[config.mk]
export PLATFORM = sky130hd
export DESIGN_NAME = hit_readout
export DESIGN_NICKNAME = d
export VERILOG_FILES = /design/src/rtl/hit_readout_pkg.sv /design/src/rtl/fixed_prio_pick.sv /design/src/rtl/gray_stamp.sv /design/src/rtl/hit_readout.sv
export SDC_FILE = /design/constraint.sdc
export NUM_CORES = 2
export LEC_CHECK = 0
export ABC_AREA = 1
export ABC_CLOCK_PERIOD_IN_PS = 3800
export BUFFER_PORTS_ARGS = -buffer_cell sky130_fd_sc_hd__buf_2
export CAP_MARGIN = 30
export CORE_AREA = 2 2 428 430
export DETAILED_ROUTE_END_ITERATION = 10
export DIE_AREA = 0 0 430 432
export GPL_ROUTABILITY_DRIVEN = 0
export MAX_ROUTING_LAYER = met4
export PLACE_DENSITY = 0.39
export SLEW_MARGIN = 20
export SYNTH_ARGS = -nofsm -noshare
export SYNTH_HDL_FRONTEND = slang
export SYNTH_SLANG_ARGS = --single-unit
[constraint.sdc]
create_clock -name clk -period 3.8 [get_ports clk]
set_input_delay 0.76 -clock clk [delete_from_list [all_inputs] [get_ports clk]]
set_output_delay 0.76 -clock clk [all_outputs]
set_load 0.03 [all_outputs]
[src/rtl/hit_readout_pkg.sv]
// Shared constants and types for the pixel hit readout.
// Assumes a 24-bit event word: pending bit, 13-bit stamp, 5+5 address.
package hit_readout_pkg;
    localparam int TS_W        = 13;
    localparam int ADDR_W      = 10;
    localparam int COL_FIELD_W = 5;
    localparam int ROW_FIELD_W = ADDR_W - COL_FIELD_W;
    localparam int WORD_W      = 1 + TS_W + ADDR_W;

    typedef enum logic {
        ST_IDLE = 1'b0,
        ST_ACK  = 1'b1
    } hs_state_e;

    typedef struct packed {
        logic                   more;
        logic [TS_W-1:0]        stamp;
        logic [ROW_FIELD_W-1:0] row;
        logic [COL_FIELD_W-1:0] col;
    } hit_word_t;
endpackage

[src/rtl/fixed_prio_pick.sv]
// Fixed-priority picker: the lowest set index of req wins.
// Also reports whether any request besides the winner is set.
// Assumes N >= 2; purely combinational.
module fixed_prio_pick #(
    parameter int N     = 32,
    parameter int IDX_W = $clog2(N)
) (
    input  logic [N-1:0]     req,
    output logic             any,
    output logic [IDX_W-1:0] idx,
    output logic             more
);
    // Scan from the top down so the lowest set bit is the last to assign.
    always_comb begin
        idx = '0;
        for (int i = N - 1; i >= 0; i--) begin
            if (req[i]) idx = IDX_W'(i);
        end
    end

    // Any request present, and more than one present (lowest bit cleared).
    always_comb begin
        any  = |req;
        more = |(req & (req - N'(1)));
    end
endmodule

[src/rtl/gray_stamp.sv]
// Free-running binary counter with a Gray-coded view of its value.
// Assumes the counter wraps naturally at 2**W.
module gray_stamp #(
    parameter int W = 13
) (
    input  logic         clk,
    input  logic         rst_n,
    output logic [W-1:0] gray
);
    logic [W-1:0] bin_q;

    // Count every cycle, clear on reset.
    always_ff @(posedge clk) begin
        if (!rst_n) bin_q <= '0;
        else        bin_q <= bin_q + W'(1);
    end

    // Gray view of the current count.
    always_comb gray = bin_q ^ (bin_q >> 1);
endmodule

[src/rtl/hit_readout.sv]
// Two-level hit arbiter: per-row fixed-priority pickers feed a line
// picker. The winner is acknowledged with a four-phase handshake and
// one event word is written per grant. Assumes COLS <= 32, ROWS <= 32
// and that pixels hold their request until acknowledged.
module hit_readout
    import hit_readout_pkg::*;
#(
    parameter int ROWS = 16,
    parameter int COLS = 32
) (
    input  logic                 clk,
    input  logic                 rst_n,
    input  logic [ROWS*COLS-1:0] pix_req,
    output logic [ROWS*COLS-1:0] pix_ack,
    input  logic [COLS-1:0]      col_enable,
    input  logic [ROWS-1:0]      row_enable,
    input  logic                 fifo_full,
    output logic                 evt_wr,
    output logic [WORD_W-1:0]    evt_word
);
    localparam int NPIX   = ROWS * COLS;
    localparam int ROW_IW = $clog2(ROWS);
    localparam int COL_IW = $clog2(COLS);
    localparam int PIX_IW = $clog2(NPIX);

    logic [COLS-1:0]   row_req [ROWS];
    logic [COL_IW-1:0] row_col [ROWS];
    logic [ROWS-1:0]   row_any;
    logic [ROWS-1:0]   row_more;

    // Row level: mask each row, then pick its lowest enabled column.
    for (genvar r = 0; r < ROWS; r++) begin : g_row
        assign row_req[r] = pix_req[r*COLS +: COLS] & col_enable
                          & {COLS{row_enable[r]}};
        fixed_prio_pick #(.N(COLS), .IDX_W(COL_IW)) u_pick (
            .req  (row_req[r]),
            .any  (row_any[r]),
            .idx  (row_col[r]),
            .more (row_more[r])
        );
    end

    logic              hit_any;
    logic              line_more;
    logic [ROW_IW-1:0] sel_row;
    logic [COL_IW-1:0] sel_col;
    logic              sel_more;

    // Line level: pick the lowest row that has a candidate.
    fixed_prio_pick #(.N(ROWS), .IDX_W(ROW_IW)) u_line (
        .req  (row_any),
        .any  (hit_any),
        .idx  (sel_row),
        .more (line_more)
    );

    // Winning column and the pending flag for the whole matrix.
    always_comb begin
        sel_col  = row_col[sel_row];
        sel_more = row_more[sel_row] | line_more;
    end

    logic [TS_W-1:0] stamp;

    gray_stamp #(.W(TS_W)) u_stamp (
        .clk   (clk),
        .rst_n (rst_n),
        .gray  (stamp)
    );

    hit_word_t word_next;

    // Assemble the event word for the current candidate.
    always_comb begin
        word_next.more  = sel_more;
        word_next.stamp = stamp;
        word_next.row   = ROW_FIELD_W'(sel_row);
        word_next.col   = COL_FIELD_W'(sel_col);
    end

    hs_state_e         state;
    logic [ROW_IW-1:0] win_row;
    logic [COL_IW-1:0] win_col;
    logic [PIX_IW-1:0] win_flat;

    // Flat index of the held winner.
    always_comb win_flat = PIX_IW'(win_row) * PIX_IW'(COLS) + PIX_IW'(win_col);

    // Handshake sequencer: grant, write once, wait for request release.
    always_ff @(posedge clk) begin
        if (!rst_n) begin
            state    <= ST_IDLE;
            win_row  <= '0;
            win_col  <= '0;
            evt_wr   <= 1'b0;
            evt_word <= '0;
        end else begin
            evt_wr <= 1'b0;
            case (state)
                ST_IDLE: begin
                    if (hit_any && !fifo_full) begin
                        state    <= ST_ACK;
                        win_row  <= sel_row;
                        win_col  <= sel_col;
                        evt_wr   <= 1'b1;
                        evt_word <= word_next;
                    end
                end
                ST_ACK: begin
                    if (!pix_req[win_flat]) state <= ST_IDLE;
                end
                default: state <= ST_IDLE;
            endcase
        end
    end

    // Acknowledge decode: only the held winner, only while granted.
    for (genvar i = 0; i < NPIX; i++) begin : g_ack
        assign pix_ack[i] = (state == ST_ACK) && (win_flat == PIX_IW'(i));
    end
endmodule

## After elaboration in Yosys (flattened, before gate mapping)

Index checks and enable logic that the tools add are counted.

| word-level totals | value |
|---|---|
| logic and storage cells | 1,682 |
| input port bits | 563 |
| register bits after elaboration | 47 |
| output and inout bits | 537 |

| operators by class | value |
|---|---|
| equality and inequality tests | 511 |
| order comparisons | 3 |
| reductions and logical operators | 551 |
| mux-type cells | 538 |
| bitwise logic cells | 54 |
| add/sub/neg operators | 19 |

Operator list:

| cell | count |
|---|---|
| 5-bit two-way mux | 514 |
| 9-bit equality test, second input constant | 256 |
| 32-bit AND | 48 |
| 9-bit by 8-bit equality test with 1-bit output, second input constant | 128 |
| 32-bit OR reduction | 32 |
| 9-bit by 7-bit equality test with 1-bit output, second input constant | 64 |
| 1-bit logical AND | 513 |
| 512-bit OR reduction | 1 |
| 32-bit by 1-bit subtractor with 32-bit output, second input constant | 16 |
| 9-bit by 6-bit equality test with 1-bit output, second input constant | 32 |
| 9-bit by 5-bit equality test with 1-bit output, second input constant | 16 |
| 9-bit by 4-bit equality test with 1-bit output, second input constant | 8 |
| 4-bit two-way mux | 16 |
| 9-bit by 3-bit equality test with 1-bit output, second input constant | 4 |
| 5-bit binary-select mux with 4-bit select | 1 |
| 9-bit by 2-bit equality test with 1-bit output, second input constant | 2 |
| 16-bit AND | 1 |
| 16-bit OR reduction | 1 |
| 16-bit by 1-bit subtractor with 16-bit output, second input constant | 1 |
| 13-bit by 1-bit adder with 13-bit output, second input constant | 1 |
| 13-bit by 12-bit bitwise XOR with 13-bit output | 1 |
| 9-bit by 10-bit less-than comparator with 1-bit output, second input constant | 1 |
| 9-bit by 5-bit adder with 9-bit output | 1 |
| 1-bit binary-select mux with 9-bit select | 1 |
| 13 further kinds | 17 |

## Longest topological paths before layout

| depth | value |
|---|---|
| depth after elaboration | 37 |
| depth in mapped cells | 43 |
| depth with buffers taken out | 40 |

## Modules after synthesis

A second synthesis with hierarchy kept.

| unflattened totals | value |
|---|---|
| cell total of the unflattened synthesis | 6,375 |
| area, all modules | 27,881.7 µm² |

Modules (own cells, without submodules):

| module | sequential area each (µm²) | area an instance (µm²) | times used | cells each |
|---|---|---|---|---|
| hit_readout | 500.5 | 14,860.5 | 1 | 3,531 |
| fixed_prio_pick at g_row[0].u_pick ... | 0.0 | 747.0 | 16 | 168 |
| gray_stamp | 260.2 | 661.9 | 1 | 77 |
| fixed_prio_pick at u_line | 0.0 | 407.9 | 1 | 79 |

## Least setup slack after synthesis

No wires, ideal clock.

| timing | value |
|---|---|
| kind | register to output |
| from | register win_col[1] |
| to | output port pix_ack[162] |
| data arrival time | 3,116 ps |
| slack | -76 ps |
| path buffers | 3 |
| data required time | 3,040 ps |
| stages on the path, launching flop included | 10 |
| cells stage by stage | dfxtp_1 > inv_1 > nor2_1 > clkinv_1 > clkbuf_1 > clkbuf_1 > nor2_1 > clkinv_1 > clkbuf_1 > nor3_1 |

| on the way | value |
|---|---|
| cells in the longest elaborated chain, start to end | 3 |

RTL lines:

| element | RTL line | text |
|---|---|---|
| start, declared | hit_readout.sv:83 | `logic [COL_IW-1:0] win_col;` |
| start signal, assigned | hit_readout.sv:104 | `win_col <= sel_col;` |
| 9-bit by 5-bit adder with 9-bit output | hit_readout.sv:87 | `always_comb win_flat = PIX_IW'(win_row) * PIX_IW'(COLS) + PIX_IW'(win_col);` |
| 9-bit by 8-bit equality test with 1-bit output | hit_readout.sv:119 | `assign pix_ack[i] = (state == ST_ACK) && (win_flat == PIX_IW'(i));` |
| 1-bit logical AND | hit_readout.sv:119 |  |
| end, declared | hit_readout.sv:14 | `output logic [ROWS*COLS-1:0] pix_ack,` |

No other way between the ends.

## Worst setup path in the final report

| timing | value |
|---|---|
| from | input port col_enable[10] |
| to | register evt_word[23] |

| on the way | value |
|---|---|
| cells in the longest elaborated chain, start to end | 22 |
| elaborated cells on any way between the ends | 121 |
| those cells by class | 17 x add/sub; 18 x mux; 50 x bitwise; 36 x reduce/logical |

RTL lines:

| element | RTL line | text |
|---|---|---|
| start, declared | hit_readout.sv:15 | `input logic [COLS-1:0] col_enable,` |
| 32-bit AND | hit_readout.sv:33 | `assign row_req[r] = pix_req[r*COLS +: COLS] & col_enable` |
| 32-bit AND | hit_readout.sv:34 | `& {COLS{row_enable[r]}};` |
| 32-bit OR reduction | fixed_prio_pick.sv:23 | `any = \|req;` |
| 4-bit two-way mux (16 in a row) | fixed_prio_pick.sv:17 | `if (req[i]) idx = IDX_W'(i);` |
| 1-bit binary-select mux with 4-bit select | hit_readout.sv:60 | `sel_more = row_more[sel_row] \| line_more;` |
| 1-bit two-way mux (not written as such) | hit_readout.sv:60 |  |
| 1-bit bitwise OR | hit_readout.sv:60 |  |
| end signal, assigned | hit_readout.sv:106 | `evt_word <= word_next;` |
| end, declared | hit_readout.sv:19 | `output logic [WORD_W-1:0] evt_word` |

Several ways; a longest one is shown, not always the timed one. The select of a mux whose other input is x is not followed.
A chain may end at the register's enable or synchronous reset.

==> results.tsv <==
metric	value	unit
DR vias/cell	5.04	
most frequent cells in the layout	buf_4 (1364), nand2_1 (1221), buf_2 (1056)	
Area Overhead vs Synth	90.2	%
PortBufs	1098	
Clock Tree Root	clkbuf_16	
initial antenna violation count	76	
total number of vias	49200	
Tmin final	3.89	ns
drt pass-1 iters	8	
drc violations	0	
synth unique cells	70	
Max Cap Viol	0	
Yosys top cell by area	nand2_1	
Final ANT Viol Nets	0	
global-route wire length before repair	369	mm
routed wire length	280	mm
CP most frequent cell	nor2_4	
failing checks	negative setup slack	
worst min path class	reg2reg	
Primary FF master, synth	dfxtp_1	
H-tree Lvls	2	
Worst setup SP type	input port	
clock insertion delay at the later pin of the skew report	0.31	ns
drt wl/cell	28.7	um
sequential cell area	768	um^2
post-place setup slack	-1.28	ns
gr usage total	29.2	%
CTS sink count	38	
nets	7916	
DIE WIDTH	430	um
RSZ-0062 raised after global routing	true	
pwr/cell area	161	nW/um^2
die footprint	186000	um^2
static leakage	24.2	nW
worst path required time	4.00	ns
largest net degree at the start of global routing	99	
Die Ht	432	um
register area share after synthesis	3.10	%
cell area after synthesis	24500	um^2
fin crit share	102	%
Max Fclk	257	MHz
Max FO, Critical Path	7	
Mean Syn Cell Area	4.84	um^2
max-slew violations	0	
vias in the first global route	45900	
crit path cell chain	buf_8 > inv_4 > buf_12 > buf_12 > nor3_1 > inv_1 > nand2_2 > nor2_4 > nand2_4 > nor2_4 > inv_2 > buf_6 > nor2_4 > inv_2 > nor3_4 > a41o_1 > o2111ai_2 > nor3_2 > nand4_1 > o21ai_1 > o22ai_1 > a21oi_2 > buf_4 > a31oi_1	
Final Hold Vio Count	0	
slowest cell delay on critical path	0.26	ns
setup slack after layout	-0.0891	ns
Bufs and invs on worst path	9	
Crit-path slowest cell	a41o_1	
fillers	20900	
TritonCTS clock tree	yes	
detailed placer's ending HPWL	233	mm
Top delay family on crit path	simple AND/OR/NAND/NOR gates	
Multi-input gate area	22000	um^2
number of synthesized flops with an enable pin	0	
Worst EP arrival	4.09	ns
Critical Path End Type	flip-flop	
Relative slew margins	34.4	%
most common cell after layout, fill and taps aside	buf_4	
Final Setup Violations	1	
Hold Buf Count CTS	0	
Starting Density	13.5	%
clock skew	0.0113	ns
async set-reset flop share out of synthesis	0	%
I/O pins	1100	
Core Util, Final	25.7	%
Least-Margin Pin Slew	0.984	ns
remaining global-route overflow	0	
Design Power	7.51	mW
row cnt	157	
Mapped Cells	5069	
register bit total from synthesis	38	
Worst VDD drop	0.131	mV
WS Path Type	in2reg	
share of layout cells above drive strength 1	42.3	%
Yosys warning count	0	
clock-pin slew on the worst setup and hold paths	0.08	ns
status	finished, violations left	
core outline area	182000	um^2
Mapped Nets	5643	
top cells by area, synth	nand2_1 (20%), nand3_1 (12%), nor2_1 (12%)	
Clock Tree Buf Depth	2	
TritonCTS Buffers	5	
drt initial violations	5610	
Yosys top cell area share	19.9	%
sequential cells by signal, summed over array words and instances (netlist names):
register / flops
evt_word: 16
evt_wr: 1
win_col: 4
win_row: 3
u_stamp.bin_q: 13
state: 1
cell type report:
class,instances,share of cell area [%]
repair buffers,2575,39.2
well taps,2385,6.40
clock buffers,6,0.322
multi-input cells,4145,47.2
diodes,45,0.242
clock inverters,2,0.0832
inverters,577,4.85
flip-flops and latches,38,1.65
synth_stat cells (8+ instances only):
master        n
a211oi_1     12
a21boi_0      8
a21oi_1     162
a221oi_1     18
a22o_1        9
a22oi_1     131
a31o_2       10
a31oi_1     131
a41oi_1       9
buf_1        15
buf_2        79
buf_4        12
buf_6        24
clkbuf_1    179
clkinv_1     12
dfxtp_1      38
ha_1         11
inv_1       505
inv_2        56
nand2_1    1301
nand2_2      11
nand3_1     587
nand4_1      42
nor2_1      773
nor2_2       28
nor2_4       14
nor3_1      366
nor3_2        8
nor4_1       47
o2111ai_1    17
o211ai_1     53
o21ai_0     182
o21ai_1      10
o21bai_1     17
o221ai_1     48
o22ai_1      32
o311ai_1     12
o31ai_1      20
worst paths after layout:
path | start | endpoint | slack, ns | cells past startpoint
hold / removal | u_stamp.bin_q[0] | u_stamp.bin_q[0] | 0.45 | 1
setup reg to reg | evt_word[4] | state | 0.04 | 12
hold reg to reg | u_stamp.bin_q[0] | u_stamp.bin_q[0] | 0.45 | 1
setup / recovery | col_enable[10] | evt_word[23] | -0.09 | 24
metal layers:
layer	vias to the layer above	GRT usage (%)	routed length, um
li1	21800	-	-
met1	23100	33.0	106000
met2	3365	44.6	123000
met3	881	7.89	27900
met4	0	20.2	23800
met5	-	-	0
report_power, final:
| group | switching, mW | internal [mW] |
|---|---|---|
| clock | 0.221 | 0.352 |
| combinational | 3.96 | 2.51 |
| sequential | 0.0367 | 0.425 |
| total | 4.22 | 3.29 |
cells by family (layout without fill, tap and decap cells):
| family | Yosys count | in the layout | share of synthesized area, % |
|---|---|---|---|
| buffers and inverters | 886 | 3160 | 14.9 |
| XOR/XNOR | 9 | 9 | 0.322 |
| AND/OR/NAND/NOR | 3205 | 3205 | 56.5 |
| flip-flops | 38 | 38 | 3.10 |
| adder cells (fa/ha/maj) | 17 | 17 | 0.806 |
| AO/OA/AOI/OAI | 913 | 913 | 24.4 |
| other | 1 | 46 | 0.0153 |
metrics by stage:
step                      hold WS (ns)  std cells  TNS, ns  cell area [um^2]
final                            0.450       9773  -0.0891             46600
after CTS                        0.452       9673  -0.0365             44700
after global placement           0.436       9618   -12.00             42700
after floorplan                  0.418       5069   -0.756             24500
after global routing             0.467       9768   -0.659             46600
after detailed placement         0.437       9619   -14.42             42700
worst reg2reg max path: stages, from the launching register on:
cell	delay, ns
dfxtp_1	0.54
inv_1	0.19
nand2_1	0.53
nor2_1	0.09
buf_4	0.24
inv_1	0.59
o22ai_1	0.39
nor4_1	0.53
buf_4	0.19
o211a_1	0.13
o221ai_1	0.10
nand2_1	0.09
inv_1	0.04
timing repair:
| item | in CTS | in global routing |
|---|---|---|
| pin swaps | 66 | 127 |
| setup endpoints to repair | 71 | 47 |
| setup buffers | 43 | 48 |
| resized for setup | 343 | 297 |
| cloned | 6 | 3 |
(Power assumes the default switching activity.)
